$ cat config.mk
export PLATFORM = sky130hd
export DESIGN_NAME = cmq_top
export DESIGN_NICKNAME = d
export VERILOG_FILES = /design/src/rtl/cmq_pkg.sv /design/src/rtl/cmq_fifo.sv /design/src/rtl/cmq_tracker.sv /design/src/rtl/cmq_top.sv
export SDC_FILE = /design/constraint.sdc
export NUM_CORES = 1
export LEC_CHECK = 0
export BUFFER_PORTS_ARGS = -buffer_cell sky130_fd_sc_hd__buf_2
export CAP_MARGIN = 10
export CORE_MARGIN = 10
export CORE_UTILIZATION = 53
export CTS_BUF_LIST = sky130_fd_sc_hd__clkbuf_16
export DETAILED_ROUTE_END_ITERATION = 8
export GPL_TIMING_DRIVEN = 1
export PLACE_DENSITY_LB_ADDON = 0.08
export SETUP_SLACK_MARGIN = 0.3
export SLEW_MARGIN = 10
export SYNTH_ARGS = -nofsm -noshare
export SYNTH_HDL_FRONTEND = slang
export SYNTH_SLANG_ARGS = --single-unit
$ cat constraint.sdc
create_clock -name clk -period 3.2 [get_ports clk]
set_clock_uncertainty 0.05 [all_clocks]
set_input_delay 0.32 -clock clk [delete_from_list [all_inputs] [get_ports clk]]
set_output_delay 0.32 -clock clk [all_outputs]
set_load 0.1 [all_outputs]
$ cat src/rtl/cmq_pkg.sv
package cmq_pkg;
  typedef enum logic [2:0] {
    REG_MODE    = 3'd0,
    REG_START   = 3'd1,
    REG_SIZE    = 3'd2,
    REG_SETSTAT = 3'd3,
    REG_QSTAT   = 3'd4,
    REG_PRIM    = 3'd5
  } reg_idx_t;

  localparam int MODE_OP_LO    = 0;
  localparam int MODE_NOTIFY   = 15;
  localparam int MODE_SCOPE_LO = 17;

  localparam logic [1:0] SCOPE_RANGE = 2'd0;
  localparam logic [1:0] SCOPE_ALL   = 2'd1;

  localparam logic [1:0] SET_OK    = 2'd0;
  localparam logic [1:0] SET_FAIL  = 2'd1;
  localparam logic [1:0] SET_FULL  = 2'd2;

  localparam int QS_DONE = 2;

  localparam logic [3:0] PRIM_DRAIN  = 4'h8;
  localparam logic [3:0] PRIM_PFLUSH = 4'h9;
endpackage

$ cat src/rtl/cmq_fifo.sv
module cmq_fifo #(
  parameter int W     = 8,
  parameter int DEPTH = 4
) (
  input  logic         clk,
  input  logic         rst,
  input  logic         push,
  input  logic [W-1:0] din,
  input  logic         pop,
  output logic [W-1:0] dout,
  output logic         empty,
  output logic         full
);
  localparam int PW = (DEPTH > 1) ? $clog2(DEPTH) : 1;
  localparam int CW = $clog2(DEPTH + 1);

  logic [W-1:0]  mem [DEPTH];
  logic [PW-1:0] wr_ptr, rd_ptr;
  logic [CW-1:0] count;

  // storage without reset so it maps onto RAM
  always_ff @(posedge clk) begin
    if (push) mem[wr_ptr] <= din;
  end

  always_ff @(posedge clk) begin
    if (rst) begin
      wr_ptr <= '0;
      rd_ptr <= '0;
      count  <= '0;
    end else begin
      if (push) wr_ptr <= (wr_ptr == PW'(DEPTH - 1)) ? '0 : wr_ptr + PW'(1);
      if (pop)  rd_ptr <= (rd_ptr == PW'(DEPTH - 1)) ? '0 : rd_ptr + PW'(1);
      if (push && !pop)      count <= count + CW'(1);
      else if (pop && !push) count <= count - CW'(1);
    end
  end

  assign dout  = mem[rd_ptr];
  assign empty = (count == '0);
  assign full  = (count == CW'(DEPTH));
endmodule

$ cat src/rtl/cmq_tracker.sv
module cmq_tracker #(
  parameter int NREQ = 4,
  parameter int IDW  = 2
) (
  input  logic            clk,
  input  logic            rst,
  input  logic            launch,
  input  logic [IDW-1:0]  launch_id,
  input  logic            launch_notify,
  input  logic            fin,
  input  logic            clr_valid,
  input  logic [IDW-1:0]  clr_id,
  output logic            busy,
  output logic [IDW-1:0]  cur_id,
  output logic            cur_notify,
  output logic [NREQ-1:0] done_flags
);
  always_ff @(posedge clk) begin
    if (rst) begin
      busy       <= 1'b0;
      cur_id     <= '0;
      cur_notify <= 1'b0;
    end else if (launch) begin
      busy       <= 1'b1;
      cur_id     <= launch_id;
      cur_notify <= launch_notify;
    end else if (fin) begin
      busy       <= 1'b0;
    end
  end

  for (genvar r = 0; r < NREQ; r++) begin : g_flag
    logic flag_q;
    wire  set_r = fin && busy && cur_notify && (cur_id == IDW'(r));
    wire  clr_r = clr_valid && (clr_id == IDW'(r));
    always_ff @(posedge clk) begin
      if (rst)        flag_q <= 1'b0;
      else if (set_r) flag_q <= 1'b1;
      else if (clr_r) flag_q <= 1'b0;
    end
    assign done_flags[r] = flag_q;
  end
endmodule

$ cat src/rtl/cmq_top.sv
module cmq_top
  import cmq_pkg::*;
#(
  parameter int NREQ  = 4,
  parameter int DEPTH = 4,
  parameter int AW    = 32,
  parameter int DW    = 32,
  localparam int IDW  = (NREQ > 1) ? $clog2(NREQ) : 1
) (
  input  logic           clk,
  input  logic           rst,
  input  logic           bus_valid,
  input  logic           bus_write,
  input  logic [IDW-1:0] bus_id,
  input  logic [2:0]     bus_addr,
  input  logic [DW-1:0]  bus_wdata,
  output logic           bus_rvalid,
  output logic [DW-1:0]  bus_rdata,
  output logic           cmd_valid,
  input  logic           cmd_ready,
  output logic [IDW-1:0] cmd_req_id,
  output logic [1:0]     cmd_op,
  output logic           cmd_whole,
  output logic [AW-1:0]  cmd_start,
  output logic [AW-1:0]  cmd_size,
  input  logic           cmd_done
);
  localparam int CW = $clog2(DEPTH + 1);
  localparam int EW = IDW + 1 + 2 + 1 + 2 * AW;

  logic           own_vld;
  logic [IDW-1:0] own_id;
  logic [1:0]     m_op, m_scope;
  logic           m_notify;
  logic [AW-1:0]  m_start, m_size;
  logic           drain_armed, drain_wait;

  logic           fifo_empty, fifo_full, push, pop;
  logic [EW-1:0]  push_ent, head_ent;
  logic           h_notify;
  logic           busy, cur_notify;
  logic [IDW-1:0] cur_id;
  logic [NREQ-1:0] done_flags, queued_v;

  wire      acc_wr   = bus_valid && bus_write;
  wire      acc_rd   = bus_valid && !bus_write;
  wire      is_owner = own_vld && (own_id == bus_id);
  reg_idx_t ridx;
  assign    ridx     = reg_idx_t'(bus_addr);
  wire      sc_ok    = (m_scope == SCOPE_RANGE) || (m_scope == SCOPE_ALL);
  wire      whole    = (m_scope == SCOPE_ALL);
  wire      prim_arm = (bus_wdata[3:0] == PRIM_DRAIN) || (bus_wdata[3:0] == PRIM_PFLUSH);

  assign push     = acc_rd && (ridx == REG_SETSTAT) && is_owner && sc_ok && !fifo_full;
  assign push_ent = {bus_id, m_notify, m_op, whole,
                     whole ? '0 : m_start, whole ? '0 : m_size};
  assign {cmd_req_id, h_notify, cmd_op, cmd_whole, cmd_start, cmd_size} = head_ent;
  assign cmd_valid = !fifo_empty && !busy;
  assign pop       = cmd_valid && cmd_ready;

  cmq_fifo #(.W(EW), .DEPTH(DEPTH)) u_fifo (
    .clk(clk), .rst(rst), .push(push), .din(push_ent), .pop(pop),
    .dout(head_ent), .empty(fifo_empty), .full(fifo_full)
  );

  cmq_tracker #(.NREQ(NREQ), .IDW(IDW)) u_track (
    .clk(clk), .rst(rst), .launch(pop), .launch_id(cmd_req_id),
    .launch_notify(h_notify), .fin(cmd_done),
    .clr_valid(acc_wr && (ridx == REG_QSTAT) && bus_wdata[QS_DONE]),
    .clr_id(bus_id), .busy(busy), .cur_id(cur_id),
    .cur_notify(cur_notify), .done_flags(done_flags)
  );

  // per-requester count of commands still waiting in the queue
  for (genvar r = 0; r < NREQ; r++) begin : g_pend
    logic [CW-1:0] cnt;
    wire inc = push && (bus_id == IDW'(r));
    wire dec = pop && (cmd_req_id == IDW'(r));
    always_ff @(posedge clk) begin
      if (rst)              cnt <= '0;
      else if (inc && !dec) cnt <= cnt + CW'(1);
      else if (dec && !inc) cnt <= cnt - CW'(1);
    end
    assign queued_v[r] = (cnt != '0);
  end

  always_ff @(posedge clk) begin
    if (rst) begin
      own_vld     <= 1'b0;
      own_id      <= '0;
      m_op        <= '0;
      m_scope     <= '0;
      m_notify    <= 1'b0;
      m_start     <= '0;
      m_size      <= '0;
      drain_armed <= 1'b0;
      drain_wait  <= 1'b0;
      bus_rvalid  <= 1'b0;
      bus_rdata   <= '0;
    end else begin
      bus_rvalid <= 1'b0;
      if (acc_wr) begin
        case (ridx)
          REG_MODE: if (!own_vld || is_owner) begin
            own_vld  <= 1'b1;
            own_id   <= bus_id;
            m_op     <= bus_wdata[MODE_OP_LO +: 2];
            m_scope  <= bus_wdata[MODE_SCOPE_LO +: 2];
            m_notify <= bus_wdata[MODE_NOTIFY];
          end
          REG_START: if (is_owner) m_start <= bus_wdata[AW-1:0];
          REG_SIZE:  if (is_owner) m_size  <= bus_wdata[AW-1:0];
          REG_PRIM:  if (prim_arm) drain_armed <= 1'b1;
          default: ;
        endcase
      end
      if (acc_rd) begin
        case (ridx)
          REG_SETSTAT: begin
            bus_rvalid <= 1'b1;
            if (is_owner) begin
              own_vld   <= 1'b0;
              bus_rdata <= DW'(!sc_ok ? SET_FAIL : (fifo_full ? SET_FULL : SET_OK));
            end else begin
              bus_rdata <= DW'(SET_FAIL);
            end
          end
          REG_QSTAT: begin
            bus_rvalid <= 1'b1;
            bus_rdata  <= DW'({done_flags[bus_id], busy && (cur_id == bus_id),
                               queued_v[bus_id]});
          end
          REG_PRIM: begin
            if (drain_armed) drain_wait <= 1'b1;
            else begin
              bus_rvalid <= 1'b1;
              bus_rdata  <= '0;
            end
          end
          default: begin
            bus_rvalid <= 1'b1;
            bus_rdata  <= '0;
          end
        endcase
      end
      if (drain_wait && fifo_empty && !busy) begin
        drain_wait  <= 1'b0;
        drain_armed <= 1'b0;
        bus_rvalid  <= 1'b1;
        bus_rdata   <= '0;
      end
    end
  end
endmodule

== Word-level counts from Yosys, hierarchy flattened ==
Memory sizes are Yosys's and may differ from the RTL's. A register that Yosys moved wholly into a read port is not among the register bits.
Cells that the tools add are included.

* Input port bits: 43
* Output and inout bits: 103
* Memories kept: 1
* Flip-flop bits (word level): 134
* RAM bits: 280
* Word-level logic and storage cells: 196

* Equality and inequality tests: 23
* Add/subtract/negate cells: 12
* Order comparisons: 1
* Reductions and logical operators: 87
* Mux-type cells: 47

{| class="wikitable"
|+ Memory list
! memory !! words !! width !! rd ports !! clocked after memory_dff !! write ports !! RTL line !! RTL
|-
| u_fifo.mem || 4 || 70 || 1 || 1 || 1 || cmq_fifo.sv:17 || <nowiki>logic [W-1:0] mem [DEPTH];</nowiki>
|}

{| class="wikitable"
|+ Operators with widths
! cell !! count
|-
| $mux 32 || 3
|-
| $pmux 32 s3 || 1
|-
| $logic_and 1x1->1 || 42
|-
| $mux 3 || 10
|-
| $mux 1 || 24
|-
| $reduce_bool 2->1 || 10
|-
| $eq 2x2->1 const B || 8
|-
| $add 3x1->3 const B || 5
|-
| $logic_not 1->1 || 15
|-
| $reduce_and 3->1 || 5
|-
| $sub 3x1->3 const B || 5
|-
| $mux 2 || 7
|-
| $reduce_bool 3->1 || 4
|-
| $eq 3x3->1 const B || 3
|-
| $eq 2x1->1 const B || 4
|-
| $eq 4x4->1 const B || 2
|-
| $logic_not 2->1 || 4
|-
| $eq 3x2->1 const B || 2
|-
| $logic_not 3->1 || 2
|-
| $add 2x1->2 const B || 2
|-
| $bmux 1 s2 || 2
|-
| $eq 2x2->1 || 2
|-
| $eq 3x1->1 const B || 1
|-
| $logic_or 1x1->1 || 3
|-
| 4 further kinds || 4
|}

== Logic depth before layout (Yosys ltp) ==
* Depth in word-level cells: 11
* Mapped depth: 12
* Gate-level depth less buffers: 11

== Modules after synthesis ==
A second synthesis with hierarchy kept.

* Cells, all modules: 953
* Area total of the unflattened synthesis: 15817.7 um2

{| class="wikitable"
|+ By module, submodules not included
! module !! cells each !! sequential area each (um2) !! times used !! area an instance (um2)
|-
| cmq_fifo || 410 || 8588.2 || 1 || 10615.2
|-
| cmq_top || 506 || 1801.7 || 1 || 4797.1
|-
| cmq_tracker || 37 || 160.2 || 1 || 405.4
|}

== Least setup slack after synthesis ==
Ideal clock, no wire load.

* Path type: input -> register
* Start: input bus_id[0]
* End: memory u_fifo.mem[0][0] (netlist name), enable pin
* Stages on the path: 7
* Path slack: -0.153 ns
* Arrival time: 2.867 ns
* Required time: 2.714 ns
* Path buffers: 2
* Library setup time: 0.436 ns
* Path through: buf_6 xnor2_2 and3_4 buf_6 nand3_1 inv_1 and2_1

* Cells in the longest elaborated chain, start to end: 7

{| class="wikitable"
|+ Ends and longest elaborated chain
! item !! RTL line !! RTL
|-
| start, declared || cmq_top.sv:14 || <nowiki>input logic [IDW-1:0] bus_id,</nowiki>
|-
| $eq 2x2->1 || cmq_top.sv:47 || <nowiki>wire is_owner = own_vld && (own_id == bus_id);</nowiki>
|-
| $logic_and 1x1->1 || cmq_top.sv:47 ||
|-
| $logic_and 1x1->1 (3 in series) || cmq_top.sv:54 || <nowiki>assign push = acc_rd && (ridx == REG_SETSTAT) && is_owner && sc_ok && !fifo_full;</nowiki>
|-
| named net push || cmq_top.sv:38 || <nowiki>logic fifo_empty, fifo_full, push, pop;</nowiki>
|-
| $mux 1 || cmq_fifo.sv:23 || <nowiki>if (push) mem[wr_ptr] <= din;</nowiki>
|-
| $mux 1 (implied by the code) || cmq_fifo.sv:23 ||
|-
| end, declared || cmq_fifo.sv:17 ||
|}

The timed path passes the listed nets, and every way through them passes these cells.

==> metrics.md <==
| Metric | Value |
|---|---|
| Status | completed |
| Total GRT Usage | 0.1736 |
| Cells after Synth | 962 |
| Routed length per placed instance | 20.85 um |
| Post-Synth Simple-Gate Area | 0.09981 |
| Final WL | 31480 um |
| CTS root buf | clkbuf_16 |
| Setup_tns | 0 ns |
| Initial antenna violation count | 0 |
| Worst setup EP type | output pin |
| Core area | 0.02886 mm2 |
| # IOs | 146 |
| Worst-skew pair later-pin latency | 0.52 ns |
| Layout cell share with drive strength beyond 1 | 0.2558 |
| Buf/Inv on CP | 2 |
| Yosys top cell by area | edfxtp_1 |
| Placer Congestion | 0.7678 |
| Worst Tran Pin Value | 0.9849 ns |
| Syn Area/Cell | 16.20 um2 |
| CP startpoint kind | register |
| Post-synthesis adder-cell area fraction | 0.01445 |
| Synth Flop Type | edfxtp_1 |
| Place WS | 0.2869 ns |
| ANT nets after route | 0 |
| Die Span X | 191.5 um |
| Num rows | 62 |
| Top Family by Delay on Critical Path | buffers and inverters |
| Drc violations | 0 |
| Total gr overflow | 0 |
| CTS tree | done |
| Reg2reg start | u_fifo.count[0] |
| R2r setup slk | 0.56 ns |
| Slew Viols, Final | 0 |
| Final worst-path cycle share | 0.8546 |
| Final HPWL DP | 19530 um |
| RSZ-0062 raised after global routing | no |
| Final Hold Vio Count | 0 |
| Number of global-route vias before repair | 8725 |
| CTS clk-pin slew, worst paths | 0.06 ns |
| Hold slack final | 0.03325 ns |
| Lkg Pwr | 5.969 nW |
| Number of flops mapped to enable cells by yosys | 280 |
| Vias | 8166 |
| Tot Pwr | 13.54 mW |
| Area contributors post-synth | edfxtp_1 54%, dfxtp_1 14%, mux4_2 10% |
| Multiplexer share of the synthesized area | 0.1469 |
| Hold depth | 3 |
| DR iter-0 viols | 495 |
| Global-route wire length before repair | 49510 um |
| Post-route setup slack | 0.4653 ns |
| Finish-stage setup viols | 0 |
| Clock sink count | 387 |
| Yosys warns | 0 |
| Min-delay src | bus_wdata[4] |
| Max Clk Rate | 365.7 MHz |
| WHS Endpoint | m_start[4] |
| Required time of the critical path | 2.83 ns |
| Max_slew headroom | 0.3434 |
| R2R depth | 10 |
| DIE AREA | 0.03666 mm2 |
| Period minus WS final | 2.735 ns |
| Synth Cell Area | 0.01558 mm2 |
| CP Max Fanout | 42 |
| Max Root-Sink Buffers | 3 |
| First drt pass iteration count | 4 |
| Routed vias/inst | 5.408 |
| Slowest Stage Delay on Critical Path | 0.64 ns |
| Hold buffers post-CTS | 0 |
| Nets | 1152 |
| Post-synthesis cell type count | 48 |
| Xor/xnor share of the synthesized area | 0.008833 |
| Post-synthesis register bit count | 387 |
| Largest family of logic cells by synthesized area | multiplexers |
| Ys async rst share | 0 |
| Die height | 191.5 um |
| Starting Density | 0.5400 |
| Area share of the largest cell type after synthesis | 0.5396 |
| Pwr dens | 752.0 mW/mm2 |
| # Post-CTS Setup Buffers | 0 |
| H-Tree Depth | 2 |
| Slowest cell on the critical path | mux4_2 |
| Crit path kind | register to output pin |
| CP arrival | 2.36 ns |
| Buffers on Ports | 116 |
| Diode count | 0 |
| Worst reg2reg path endpoint | g_pend[0].cnt[2] |
| Compound-Gate Fraction of Synth Area | 0.01991 |
| Area Overhead vs Synth | 15.54% |
| Pin count of the biggest net entering global routing | 108 |
| CTS Buf Count | 40 |
| Max Cap Viol | 0 |
| Max VDD drop | 0.0004606 V |
| Sequential area share after synthesis | 0.6771 |
| Crit-path cells | clkbuf_8 -> mux4_2 -> buf_2 |
| Worst hold-check path type | primary input to register |
## cell usage after synthesis (3+ instances only)
| cell | instances |
|---|---|
| edfxtp_1 | 280 |
| buf_6 | 5 |
| o21ai_0 | 17 |
| a31oi_1 | 4 |
| fa_1 | 5 |
| mux2i_1 | 69 |
| a21oi_1 | 24 |
| nand2_1 | 13 |
| or3_1 | 10 |
| clkbuf_1 | 29 |
| dfxtp_1 | 107 |
| o31ai_1 | 3 |
| buf_2 | 9 |
| nor3_1 | 4 |
| nor4_1 | 3 |
| nand4_1 | 4 |
| and2_1 | 70 |
| nor3b_1 | 4 |
| xor2_1 | 12 |
| nand3_1 | 14 |
| nand2b_1 | 102 |
| ha_1 | 10 |
| inv_1 | 10 |
| nor2_1 | 23 |
| mux4_2 | 71 |
| buf_4 | 32 |
## metal layers
| layer | share of wire | track usage |
|---|---|---|
| met5 | 0 | 0 |
| met4 | 0.013 | 0.04026 |
| met3 | 0.053 | 0.03863 |
| met2 | 0.49 | 0.2830 |
| met1 | 0.45 | 0.2340 |
## cell families (layout without fill, tap and decap cells)
logic type | Yosys count | in the layout
multiplexers | 140 | 140
buffers and inverters | 88 | 224
adder cells (fa/ha/maj) | 15 | 15
XOR/XNOR | 14 | 14
flip-flops | 387 | 387
AO/OA/AOI/OAI | 55 | 55
other | 1 | 29
AND/OR/NAND/NOR | 262 | 262
## flip-flops by register name, indices dropped and copies added, names as in the netlist, 3 cells and up, named ones only
name and count:
bus_rdata 3, g_pend.cnt 12, m_size 32, m_start 32, u_fifo.count 3, u_fifo.mem 280, u_track.g_flag.flag_q 4
## what timing repair did
action / CTS / global route
pin swaps: 0 / 0
cloned: 0 / 0
setup endpoints to repair: 41 / 6
resized for setup: 1 / 1
## stage by stage
stage                     std cells  area, um2  utilization
after CTS                      1510      18000       0.6238
after floorplan                 990      15690            -
final                          1510      18000       0.6239
after global routing           1510      18000       0.6239
after global placement         1436      16560       0.5739
after detailed placement       1436      16560       0.5739
## layout make-up
cell class	instances	area, um2
fillers	2195	10850
flip-flops and latches	387	10560
multi-input cells	515	4639
clock buffers	43	1076
repair buffers	139	849.6
well taps	384	480.5
clock inverters	31	359.1
inverters	11	41.29
## where the power goes
| group | internal [mW] | switching, mW |
|---|---|---|
| sequential | 5.36 | 0.0547 |
| clock | 3.08 | 1.88 |
| combinational | 0.688 | 2.48 |
| total | 9.13 | 4.41 |
## worst reg2reg max path: stages, from the launching register on
cell and delay, ns:
dfxtp_1 0.36, or3_1 0.36, and3_1 0.27, inv_2 0.18
or3_1 0.14, ha_1 0.18, inv_1 0.06, fa_1 0.37
xor2_1 0.17, or3_1 0.31, a21oi_1 0.14
## worst max-delay path by stage
stage / start / cells after the start / to
finish: register / 3 / cmd_start[1]
CTS: register / 3 / cmd_start[0]
global placement: bus_id[0] / 11 / u_fifo.count[2]
detailed placement: bus_id[0] / 11 / u_fifo.count[2]
global route: register / 3 / cmd_start[0]
floorplan: register / 10 / g_pend[2].cnt[2]
## cell usage in the layout, fill, tap and decap left out, types with 12 or more instances in the layout
cell type,instances
edfxtp_1,280
buf_2,115
dfxtp_1,105
nand2b_1,101
mux4_2,71
mux2i_1,69
and2_1,66
clkbuf_16,43
conb_1,29
a21oi_1,24
nor2_1,23
o21ai_0,17
buf_4,16
nand3_1,14
inv_1,14
nand2_1,13
xor2_1,12
Note: power is estimated with default switching activity, not from simulation.
